[src/rtl/ssr_pkg.sv]
package ssr_pkg;
   localparam int NPART = 2;
   typedef logic part_t;
endpackage

[src/rtl/ssr_active_tracker.sv]
module ssr_active_tracker
   import ssr_pkg::*;
#(
   parameter int INIT_PART = 0
) (
   input  logic             clk,
   input  logic             rst_n,
   input  logic [NPART-1:0] act_valid,
   input  logic [NPART-1:0] act_ready,
   output part_t            active_o,
   output logic             switch_o
);
   part_t active_q;

   always_comb switch_o = act_valid[active_q] & act_ready[active_q];

   always_ff @(posedge clk) begin
      if (!rst_n)        active_q <= part_t'(INIT_PART);
      else if (switch_o) active_q <= ~active_q;
   end

   assign active_o = active_q;

   a_r1_toggle: assert property (@(posedge clk) disable iff (!rst_n)
      switch_o |=> (active_q != $past(active_q)));
   a_r1_hold: assert property (@(posedge clk) disable iff (!rst_n)
      !switch_o |=> $stable(active_q));
endmodule

[src/rtl/ssr_distributor.sv]
module ssr_distributor
   import ssr_pkg::*;
#(
   parameter int DATA_W  = 8,
   parameter int REQ_MAX = 2
) (
   input  logic                    clk,
   input  logic                    rst_n,
   input  logic                    mode_bcast,
   input  part_t                   active_i,
   input  logic                    switch_i,
   input  logic                    in_valid,
   input  logic [DATA_W-1:0]       in_data,
   output logic                    in_ready,
   output logic [NPART-1:0]        part_valid,
   output logic [NPART*DATA_W-1:0] part_data,
   input  logic [NPART-1:0]        part_ready,
   input  logic [NPART-1:0]        part_req
);
   localparam int CRD_W = $clog2(REQ_MAX + 1);

   logic [NPART-1:0] taken_q;
   logic [NPART-1:0] lane_pass;
   logic [CRD_W-1:0] credit_q;
   logic             has_credit;
   logic             up_fire;
   logic             req_ok;
   logic             spend;

   assign has_credit = (credit_q != '0);
   assign up_fire    = in_valid & in_ready;

   for (genvar i = 0; i < NPART; i++) begin : g_lane
      assign part_data[i*DATA_W +: DATA_W] = in_data;
      assign lane_pass[i] = taken_q[i] | part_ready[i];

      always_comb begin
         if (mode_bcast) part_valid[i] = in_valid & ~taken_q[i];
         else            part_valid[i] = in_valid & has_credit & (active_i == part_t'(i));
      end

      always_ff @(posedge clk) begin
         if (!rst_n)                             taken_q[i] <= 1'b0;
         else if (!mode_bcast || up_fire)        taken_q[i] <= 1'b0;
         else if (part_valid[i] && part_ready[i]) taken_q[i] <= 1'b1;
      end

      a_r3_no_repeat: assert property (@(posedge clk) disable iff (!rst_n)
         mode_bcast && part_valid[i] && part_ready[i] && !up_fire |=> !part_valid[i]);
   end

   always_comb begin
      if (mode_bcast) in_ready = &lane_pass;
      else            in_ready = has_credit & part_ready[active_i];
   end

   assign req_ok = ~mode_bcast & part_req[active_i] & (credit_q < CRD_W'(REQ_MAX));
   assign spend  = ~mode_bcast & up_fire;

   always_ff @(posedge clk) begin
      if (!rst_n || switch_i) credit_q <= '0;
      else                    credit_q <= credit_q + CRD_W'(req_ok) - CRD_W'(spend);
   end

   a_r2_join: assert property (@(posedge clk) disable iff (!rst_n)
      mode_bcast && up_fire |-> &(taken_q | (part_valid & part_ready)));
   a_r4_cap: assert property (@(posedge clk) disable iff (!rst_n)
      credit_q <= CRD_W'(REQ_MAX));
   a_r5_idle_quiet: assert property (@(posedge clk) disable iff (!rst_n)
      !mode_bcast |-> !part_valid[~active_i]);
   a_r6_clear: assert property (@(posedge clk) disable iff (!rst_n)
      switch_i |=> (credit_q == '0));
endmodule

[src/rtl/ssr_collector.sv]
module ssr_collector
   import ssr_pkg::*;
#(
   parameter int DATA_W = 8
) (
   input  logic                    clk,
   input  logic                    rst_n,
   input  part_t                   active_i,
   input  logic [NPART-1:0]        res_valid,
   input  logic [NPART*DATA_W-1:0] res_data,
   output logic [NPART-1:0]        res_ready,
   output logic                    out_valid,
   output logic [DATA_W-1:0]       out_data,
   input  logic                    out_ready
);
   for (genvar i = 0; i < NPART; i++) begin : g_sel
      assign res_ready[i] = out_ready & (active_i == part_t'(i));
   end

   assign out_valid = res_valid[active_i];
   assign out_data  = res_data[active_i*DATA_W +: DATA_W];

   a_r7_single_source: assert property (@(posedge clk) disable iff (!rst_n)
      $onehot0(res_ready));
   a_r7_idle_blocked: assert property (@(posedge clk) disable iff (!rst_n)
      !res_ready[~active_i]);
endmodule

[src/rtl/shared_stream_router.sv]
module shared_stream_router
   import ssr_pkg::*;
#(
   parameter int DATA_W    = 8,
   parameter int REQ_MAX   = 2,
   parameter int INIT_PART = 0
) (
   input  logic                    clk,
   input  logic                    rst_n,
   input  logic                    mode_bcast,
   input  logic                    in_valid,
   input  logic [DATA_W-1:0]       in_data,
   output logic                    in_ready,
   output logic [1:0]              part_valid,
   output logic [2*DATA_W-1:0]     part_data,
   input  logic [1:0]              part_ready,
   input  logic [1:0]              part_req,
   input  logic [1:0]              act_valid,
   input  logic [1:0]              act_ready,
   input  logic [1:0]              res_valid,
   input  logic [2*DATA_W-1:0]     res_data,
   output logic [1:0]              res_ready,
   output logic                    out_valid,
   output logic [DATA_W-1:0]       out_data,
   input  logic                    out_ready
);
   if (DATA_W < 1) begin : g_bad_width
      $error("DATA_W must be at least 1");
   end
   if (REQ_MAX < 1) begin : g_bad_credit
      $error("REQ_MAX must be at least 1");
   end
   if (INIT_PART < 0 || INIT_PART >= NPART) begin : g_bad_init
      $error("INIT_PART must name one of the two partitions");
   end

   part_t active;
   logic  switch_evt;

   ssr_active_tracker #(.INIT_PART(INIT_PART)) u_track (
      .clk       (clk),
      .rst_n     (rst_n),
      .act_valid (act_valid),
      .act_ready (act_ready),
      .active_o  (active),
      .switch_o  (switch_evt)
   );

   ssr_distributor #(.DATA_W(DATA_W), .REQ_MAX(REQ_MAX)) u_dist (
      .clk        (clk),
      .rst_n      (rst_n),
      .mode_bcast (mode_bcast),
      .active_i   (active),
      .switch_i   (switch_evt),
      .in_valid   (in_valid),
      .in_data    (in_data),
      .in_ready   (in_ready),
      .part_valid (part_valid),
      .part_data  (part_data),
      .part_ready (part_ready),
      .part_req   (part_req)
   );

   ssr_collector #(.DATA_W(DATA_W)) u_coll (
      .clk       (clk),
      .rst_n     (rst_n),
      .active_i  (active),
      .res_valid (res_valid),
      .res_data  (res_data),
      .res_ready (res_ready),
      .out_valid (out_valid),
      .out_data  (out_data),
      .out_ready (out_ready)
   );

   a_r9_no_spurious_up: assert property (@(posedge clk) disable iff (!rst_n)
      !in_valid |-> (part_valid == 2'b00));
endmodule

[config.mk]
export PLATFORM = sky130hd
export DESIGN_NAME = shared_stream_router
export DESIGN_NICKNAME = d
export VERILOG_FILES = /design/src/rtl/ssr_pkg.sv /design/src/rtl/ssr_active_tracker.sv /design/src/rtl/ssr_distributor.sv /design/src/rtl/ssr_collector.sv /design/src/rtl/shared_stream_router.sv
export SDC_FILE = /design/constraint.sdc
export NUM_CORES = 1
export LEC_CHECK = 0
export BUFFER_PORTS_ARGS = -buffer_cell sky130_fd_sc_hd__buf_4
export CAP_MARGIN = 15
export CORE_UTILIZATION = 39
export CTS_BUF_LIST = sky130_fd_sc_hd__clkbuf_8
export DETAILED_ROUTE_END_ITERATION = 12
export PLACE_DENSITY = 0.88
export SYNTH_ARGS = -nofsm -noshare
export SYNTH_HDL_FRONTEND = slang
export SYNTH_SLANG_ARGS = --single-unit
[constraint.sdc]
create_clock -name clk -period 3.6 [get_ports clk]
set_input_delay 0.36 -clock clk [delete_from_list [all_inputs] [get_ports clk]]
set_output_delay 0.36 -clock clk [all_outputs]
set_load 0.01 [all_outputs]
==> results.py, run 1 <==
metrics = {
    "die": {
        "fp.dieW_um": 43.9,
        "height_of_the_die_um": 43.9,
        "placeableCoreArea_um2": 1580,
        "die_area_um2": 1920,
        "initial_utilization_pct": 43.3,
        "rows": 14,
        "ioPinCount": 69,
    },
    "sta": {
        "period_minus_slack_ps": 2020,
        "postLayoutSetupSlackWorst_ps": 1580,
        "fmax_achieved_ghz": 0.494,
        "fin_worst_hold_slack_ps": 423,
        "drv_slew": 0,
        "finalHoldViolCount": 0,
        "final_count_of_negative_setup_slack_endpoints": 0,
        "rsz0062_at_grt": "false",
        "sum_of_negative_setup_slack_ps": 0,
        "final_min_period_over_clock_period_pct": 56.2,
        "max-slew-margin-rel_pct": 84.4,
        "skew_ps": 0.0969,
        "max_slew.worst_pin.slew_ps": 234,
    },
    "power_and_ir_drop": {
        "power.leakage_nw": 0.496,
        "power.density_cell_area_nw_per_um2": 282,
        "max_rail_drop_vdd_mv": 0.243,
        "fin_total_pwr_mw": 0.266,
    },
    "setup_path": {
        "number_of_buffers_and_inverters_on_the_critical_path": 2,
        "cpMostUsedCell": "ha_1",
        "worstPathArrival_ps": 2170,
        "cp-start-kind": "flop",
        "timing.critical_path.required_ps": 3750,
        "worst_path_class_setup": "reg2reg",
        "timing.critical_path.fanout_max": 18,
        "path_delay_family": "adder cells",
        "worst_path_largest_cell_delay_ps": 320,
        "timing.critical_path.slowest_stage_cell": "mux2_4",
        "crit_chain": "buf_4, mux2_4, and3_1, ha_1, inv_1, ha_1, xor2_1, and2_1, nor3_2",
        "cp-end-kind": "flop",
    },
    "yosys": {
        "synth_largest_area_cell": "buf_4",
        "postSynthNetCount": 116,
        "register_area_share_after_synthesis_pct": 14.7,
        "yosys_register_bits": 5,
        "synthTopCellsByArea": "buf_4, mux2_4, dfxtp_1, mux2_2, ha_1",
        "post_synthesis_instance_area_um2": 683,
        "postSynthCellCount": 75,
        "avgSynthCellArea_um2": 9.11,
        "synthDistinctLibCells": 28,
        "ys.warnings.count": 0,
        "yosys.area.top_type_share_pct": 17.6,
    },
    "finish": {
        "layout.cells.non_filler": 122,
        "area_growth_pct": 38.1,
        "final_design_area_no_fill_um2": 943,
        "layout.core_utilization_pct": 59.8,
        "layout.filler_cells": 147,
        "drive_gt1_share_pct": 62.3,
        "nets": 148,
        "antennaDiodeCount": 0,
    },
    "place": {
        "buffer_ports.inserted": 44,
        "placedCellCount": 118,
        "place_hpwl_um": 1180,
        "place_area_um2": 898,
        "pre_cts_setup_slack_ps": 1580,
        "gp_routability_congestion": 0.809,
    },
    "clock_tree": {
        "cts_root_buffer": "clkbuf_8",
        "cts_setup_buffers": 0,
        "clock_latency_on_the_worst_skew_pair_ps": 220,
        "hold_buffers": 0,
        "cts_tree": "done",
        "cts_num_sinks": 5,
        "cts_inserted_buffers": 3,
        "htree_levels": 1,
        "clock_tree.buffer_depth": 2,
        "cts.repair.resized": 0,
        "clkTransAtPathRegs_ps": 30,
    },
    "global_routing": {
        "antenna_found_initial": 0,
        "grt_pass1_vias": 575,
        "track_usage_pct": 16.2,
        "grt_start_max_net_pins": 19,
        "global_route.overflow_total": 0,
        "grt_first_pass_wirelength_um": 2270,
    },
    "routing": {
        "via_per_inst": 4.91,
        "wirelength_um": 1440,
        "vias": 599,
        "initialDrtViolationCount": 14,
        "avgRoutedWirePerCell_um": 11.8,
        "remaining_drc_errors": 6,
        "antenna_left": 0,
        "drt_pre_antenna_iters": 8,
    },
    "worst_hold_path": {
        "min_path_type": "in2reg",
    },
    "run": {
        "maxCapViolCount": 0,
    },
    "status": {
        "status": "complete, but fails checks",
        "failing_checks": "DRC",
    },
}
## cell usage after synthesis, drive strengths merged
library cell   n
ha             2
o21ba          2
and2b          1
buf           18
mux2i          1
nand2          2
nor2b          4
mux2          10
and2           2
inv            6
o211ai         1
a21boi         1
nand3          2
a221oi         1
and3           1
xor2           1
nand3b         1
o21ai          2
nor3           2
dfxtp          5
a21oi          4
o22ai          1
nor2           5
## power by group
group	switching [mW]	internal, mW
combinational	0.0399	0.0638
clock	0.0284	0.0731
sequential	0.00230	0.0588
total	0.0706	0.196
## placed cells by master, fill, tap and decap left out, drive strengths merged
master | netlist | routed
a21oi | 4 | 4
a221oi | 1 | 1
xor2 | 1 | 1
o21ai | 2 | 2
mux2 | 10 | 10
a21boi | 1 | 1
ha | 2 | 2
and2 | 2 | 2
nand3b | 1 | 1
nand2 | 2 | 2
nor2 | 5 | 5
o22ai | 1 | 1
o21ba | 2 | 2
nor3 | 2 | 2
dfxtp | 5 | 5
buf | 18 | 45
nand3 | 2 | 2
nor2b | 4 | 4
inv | 6 | 7
o211ai | 1 | 1
and2b | 1 | 1
clkbuf | 0 | 3
mux2i | 1 | 1
and3 | 1 | 1
## metal layers
layer	wire length [µm]	GRT usage [%]
met3	183	7.08
met2	726	29.6
met4	37	10.9
met5	0	0
met1	497	14.0
## flip-flops by register name, indices dropped and copies added (netlist names)
| register | flops |
|---|---|
| u_dist.taken_q | 2 |
| u_dist.credit_q | 2 |
| u_track.active_o | 1 |
## area by class of cell
type                            count  area, µm²  share of cell area, %
Sequential cell                     5        100                   10.6
Clock inverter                      1       3.75                  0.398
Tap cell                           16       20.0                   2.12
Inverter                            6       22.5                   2.39
Clock buffer                        3       41.3                   4.38
Timing Repair Buffer               45        338                   35.8
Multi-Input combinational cell     46        418                   44.3
## tightest hold or removal path, stage by stage
cell and delay [ps]:
buf_4 90, a21oi_1 50, nor2_1 100
## final timing paths
| check | to | start | slack (ps) | cells past startpoint |
|---|---|---|---|---|
| setup / recovery | u_dist.credit_q[1] | u_track.active_o | 1580 | 9 |
| hold / removal | u_dist.taken_q[0] | part_ready[0] | 420 | 3 |
| setup reg to reg | u_dist.credit_q[1] | u_track.active_o | 1580 | 9 |
| hold reg to reg | u_dist.taken_q[1] | u_dist.taken_q[1] | 490 | 2 |
## cell families after synthesis
logic type | after synthesis | share of synthesized area, %
AO/OA/AOI/OAI | 12 | 14.7
XOR/XNOR | 1 | 1.28
adder cells (fa/ha/maj) | 2 | 3.66
buffers and inverters | 24 | 24.2
flip-flops | 5 | 14.7
multiplexers | 11 | 21.8
AND/OR/NAND/NOR | 20 | 19.8
(Power assumes the default switching activity.)
==> inputs of run 2 (changes only) <==
--- a/config.mk
+++ b/config.mk
@@ -5,12 +5,13 @@
 export SDC_FILE = /design/constraint.sdc
 export NUM_CORES = 1
 export LEC_CHECK = 0
+export ABC_AREA = 1
 export BUFFER_PORTS_ARGS = -buffer_cell sky130_fd_sc_hd__buf_4
 export CAP_MARGIN = 15
-export CORE_UTILIZATION = 39
+export CORE_UTILIZATION = 31
 export CTS_BUF_LIST = sky130_fd_sc_hd__clkbuf_8
 export DETAILED_ROUTE_END_ITERATION = 12
-export PLACE_DENSITY = 0.88
+export PLACE_DENSITY = 0.79
 export SYNTH_ARGS = -nofsm -noshare
 export SYNTH_HDL_FRONTEND = slang
 export SYNTH_SLANG_ARGS = --single-unit
==> constraint.sdc (replaced) <==
create_clock -name clk -period 1.7 [get_ports clk]
set_input_delay 0.17 -clock clk [delete_from_list [all_inputs] [get_ports clk]]
set_output_delay 0.17 -clock clk [all_outputs]
set_load 0.01 [all_outputs]
==> results.py, run 2 <==
metrics = {
    "power_and_ir_drop": {
        "max_rail_drop_vdd_mv": 0.581,
        "power.density_cell_area_nw_per_um2": 643,
        "power.leakage_nw": 0.536,
    },
    "yosys": {
        "synthTopCellsByArea": "nand2_1, buf_4, dfxtp_1, nor2_1, inv_1",
        "avgSynthCellArea_um2": 5.72,
        "yosys_register_bits": 5,
        "post_synthesis_instance_area_um2": 601,
        "synth_largest_area_cell": "nand2_1",
        "synth_async_sr_flop_share_pct": 0,
        "postSynthNetCount": 146,
        "ys.warnings.count": 0,
        "dominantRegCellSynth": "dfxtp_1",
        "synthDistinctLibCells": 18,
        "postSynthCellCount": 105,
        "register_area_share_after_synthesis_pct": 16.7,
        "synth.most_common_cell": "nand2_1",
        "synthTopCellsByCount": "nand2_1, buf_4, nor2_1",
        "yosys.area.top_type_share_pct": 25.0,
        "synth_edf_count": 0,
    },
    "die": {
        "die_area_um2": 2120,
        "initial_utilization_pct": 34.0,
        "fp.dieW_um": 46.0,
        "height_of_the_die_um": 46.0,
        "placeableCoreArea_um2": 1760,
        "ioPinCount": 69,
        "rows": 15,
    },
    "finish": {
        "nets": 180,
        "drive_gt1_share_pct": 47.8,
        "antennaDiodeCount": 0,
        "layout.cells.non_filler": 163,
        "area_growth_pct": 57.1,
        "final_cell_mix": "buf_4, nand2_1, nor2_1",
        "layout.filler_cells": 171,
        "mostFrequentLayoutCell": "buf_4",
    },
    "global_routing": {
        "grt_pass1_vias": 612,
        "track_usage_pct": 15.0,
        "antenna_found_initial": 0,
        "grt_start_max_net_pins": 15,
        "global_route.overflow_total": 0,
        "grt_first_pass_wirelength_um": 2210,
    },
    "routing": {
        "vias": 726,
        "avgRoutedWirePerCell_um": 10.3,
        "wirelength_um": 1680,
        "via_per_inst": 4.45,
        "initialDrtViolationCount": 2,
        "antenna_left": 0,
        "remaining_drc_errors": 0,
        "drt_pre_antenna_iters": 4,
    },
    "clock_tree": {
        "cts_tree": "done",
        "cts_root_buffer": "clkbuf_8",
        "cts_num_sinks": 5,
        "clock_tree.buffer_depth": 2,
        "clkTransAtPathRegs_ps": 40,
        "cts_inserted_buffers": 3,
        "clock_latency_on_the_worst_skew_pair_ps": 220,
        "htree_levels": 1,
    },
    "sta": {
        "finalHoldViolCount": 0,
        "final_min_period_over_clock_period_pct": 103,
        "max_slew.worst_pin.slew_ps": 333,
        "fmax_achieved_ghz": 0.569,
        "skew_ps": 3.10,
        "fin_worst_hold_slack_ps": 226,
        "drv_slew": 0,
        "max-slew-margin-rel_pct": 77.6,
        "postLayoutSetupSlackWorst_ps": -57.0,
        "rsz0062_at_grt": "true",
        "final_count_of_negative_setup_slack_endpoints": 1,
        "period_minus_slack_ps": 1760,
    },
    "setup_path": {
        "cp-end-kind": "flop",
        "worstPathArrival_ps": 1920,
        "cp-start-kind": "flop",
        "timing.critical_path.required_ps": 1860,
        "timing.critical_path.fanout_max": 3,
        "worst_path_class_setup": "reg2reg",
    },
    "place": {
        "buffer_ports.inserted": 44,
        "placedCellCount": 158,
        "place_hpwl_um": 1260,
        "gp_routability_congestion": 0.693,
    },
    "status": {
        "failing_checks": "setup timing",
        "status": "complete, but fails checks",
    },
    "worst_hold_path": {
        "min_path_type": "in2reg",
    },
    "run": {
        "maxCapViolCount": 0,
    },
}
## run 2: changes by cell type after synthesis, sizes merged, moves of 2 or more
cell / before / now
inv: 6 / 11
nand3: 2 / 5
nor2: 5 / 13
o21ba: 2 / 0
mux2: 10 / 0
nor3: 2 / 0
nand2: 2 / 40
nor2b: 4 / 0
## run 2: cells by family after synthesis
kind of cell / Yosys count / synth area share (%)
simple gates: 61 / 40.6
buf+inv: 30 / 30.8
compound gates: 5 / 4.79
flops: 5 / 16.7
xor+xnor: 2 / 2.92
fa+ha+maj: 2 / 4.17
## run 2: layer usage
metal	GRT usage (%)	wire, µm	up-vias
met5	0	0	-
li1	-	-	366
met4	7.06	19	0
met3	7.14	204	4
met1	11.8	611	317
met2	29.6	841	39
## run 2: through the flow
step | instance area, µm² | TNS [ps] | setup WS, ps | total power [mW] | utilization, %
floorplan | 601 | 0 | 10.1 | 0.281 | -
global placement | 841 | 0 | 53.0 | 0.355 | 47.7
detailed placement | 841 | -50.8 | -50.8 | 0.362 | 47.7
CTS | 915 | -102 | -102 | 0.594 | 51.8
global route | 943 | -131 | -131 | 0.646 | 53.5
finish | 943 | -57.0 | -57.0 | 0.607 | 53.5
## run 2: cell type report
| class | count | area [µm²] | area share, % |
|---|---|---|---|
| Timing Repair Buffer | 48 | 360 | 38.2 |
| Inverter | 11 | 41.3 | 4.38 |
| Clock inverter | 1 | 3.75 | 0.398 |
| Multi-Input combinational cell | 70 | 364 | 38.6 |
| Sequential cell | 5 | 101 | 10.7 |
| Clock buffer | 3 | 41.3 | 4.38 |
| Tap cell | 25 | 31.3 | 3.32 |
## run 2: worst max-delay path, cell delays in order, from the launching register on
cell and delay (ps):
dfxtp_1 320, inv_2 70, nand2_2 70, nand2_1 90, nand2_2 70, nand3_2 70, inv_2 50, ha_4 250
inv_2 30, ha_4 150, xnor2_2 130, xor2_1 220, inv_1 80, nor2_1 90
## run 2: path summary, 6_finish.rpt
kind | startpoint | end | slack [ps] | cells past startpoint
setup reg to reg | u_dist.credit_q[1] | u_dist.credit_q[1] | -60 | 13
setup / recovery | u_dist.credit_q[1] | u_dist.credit_q[1] | -60 | 13
hold / removal | rst_n | u_track.active_o | 230 | 3
hold reg to reg | u_dist.taken_q[1] | u_dist.taken_q[1] | 520 | 2
## run 2: report_power, final
group | switching, mW | leakage (nW) | internal, mW
logic | 0.122 | 0.468 | 0.138
registers | 0.00607 | 0.0412 | 0.128
clock network | 0.0583 | 0.0269 | 0.155
## run 2: what timing repair did
item                       CTS  global route
setup endpoints to repair    1             1
gates resized for setup      5             8
hold endpoints to repair     0             0
hold buffers                 0             0
pin swaps                    5             8
buffers inserted             2             0
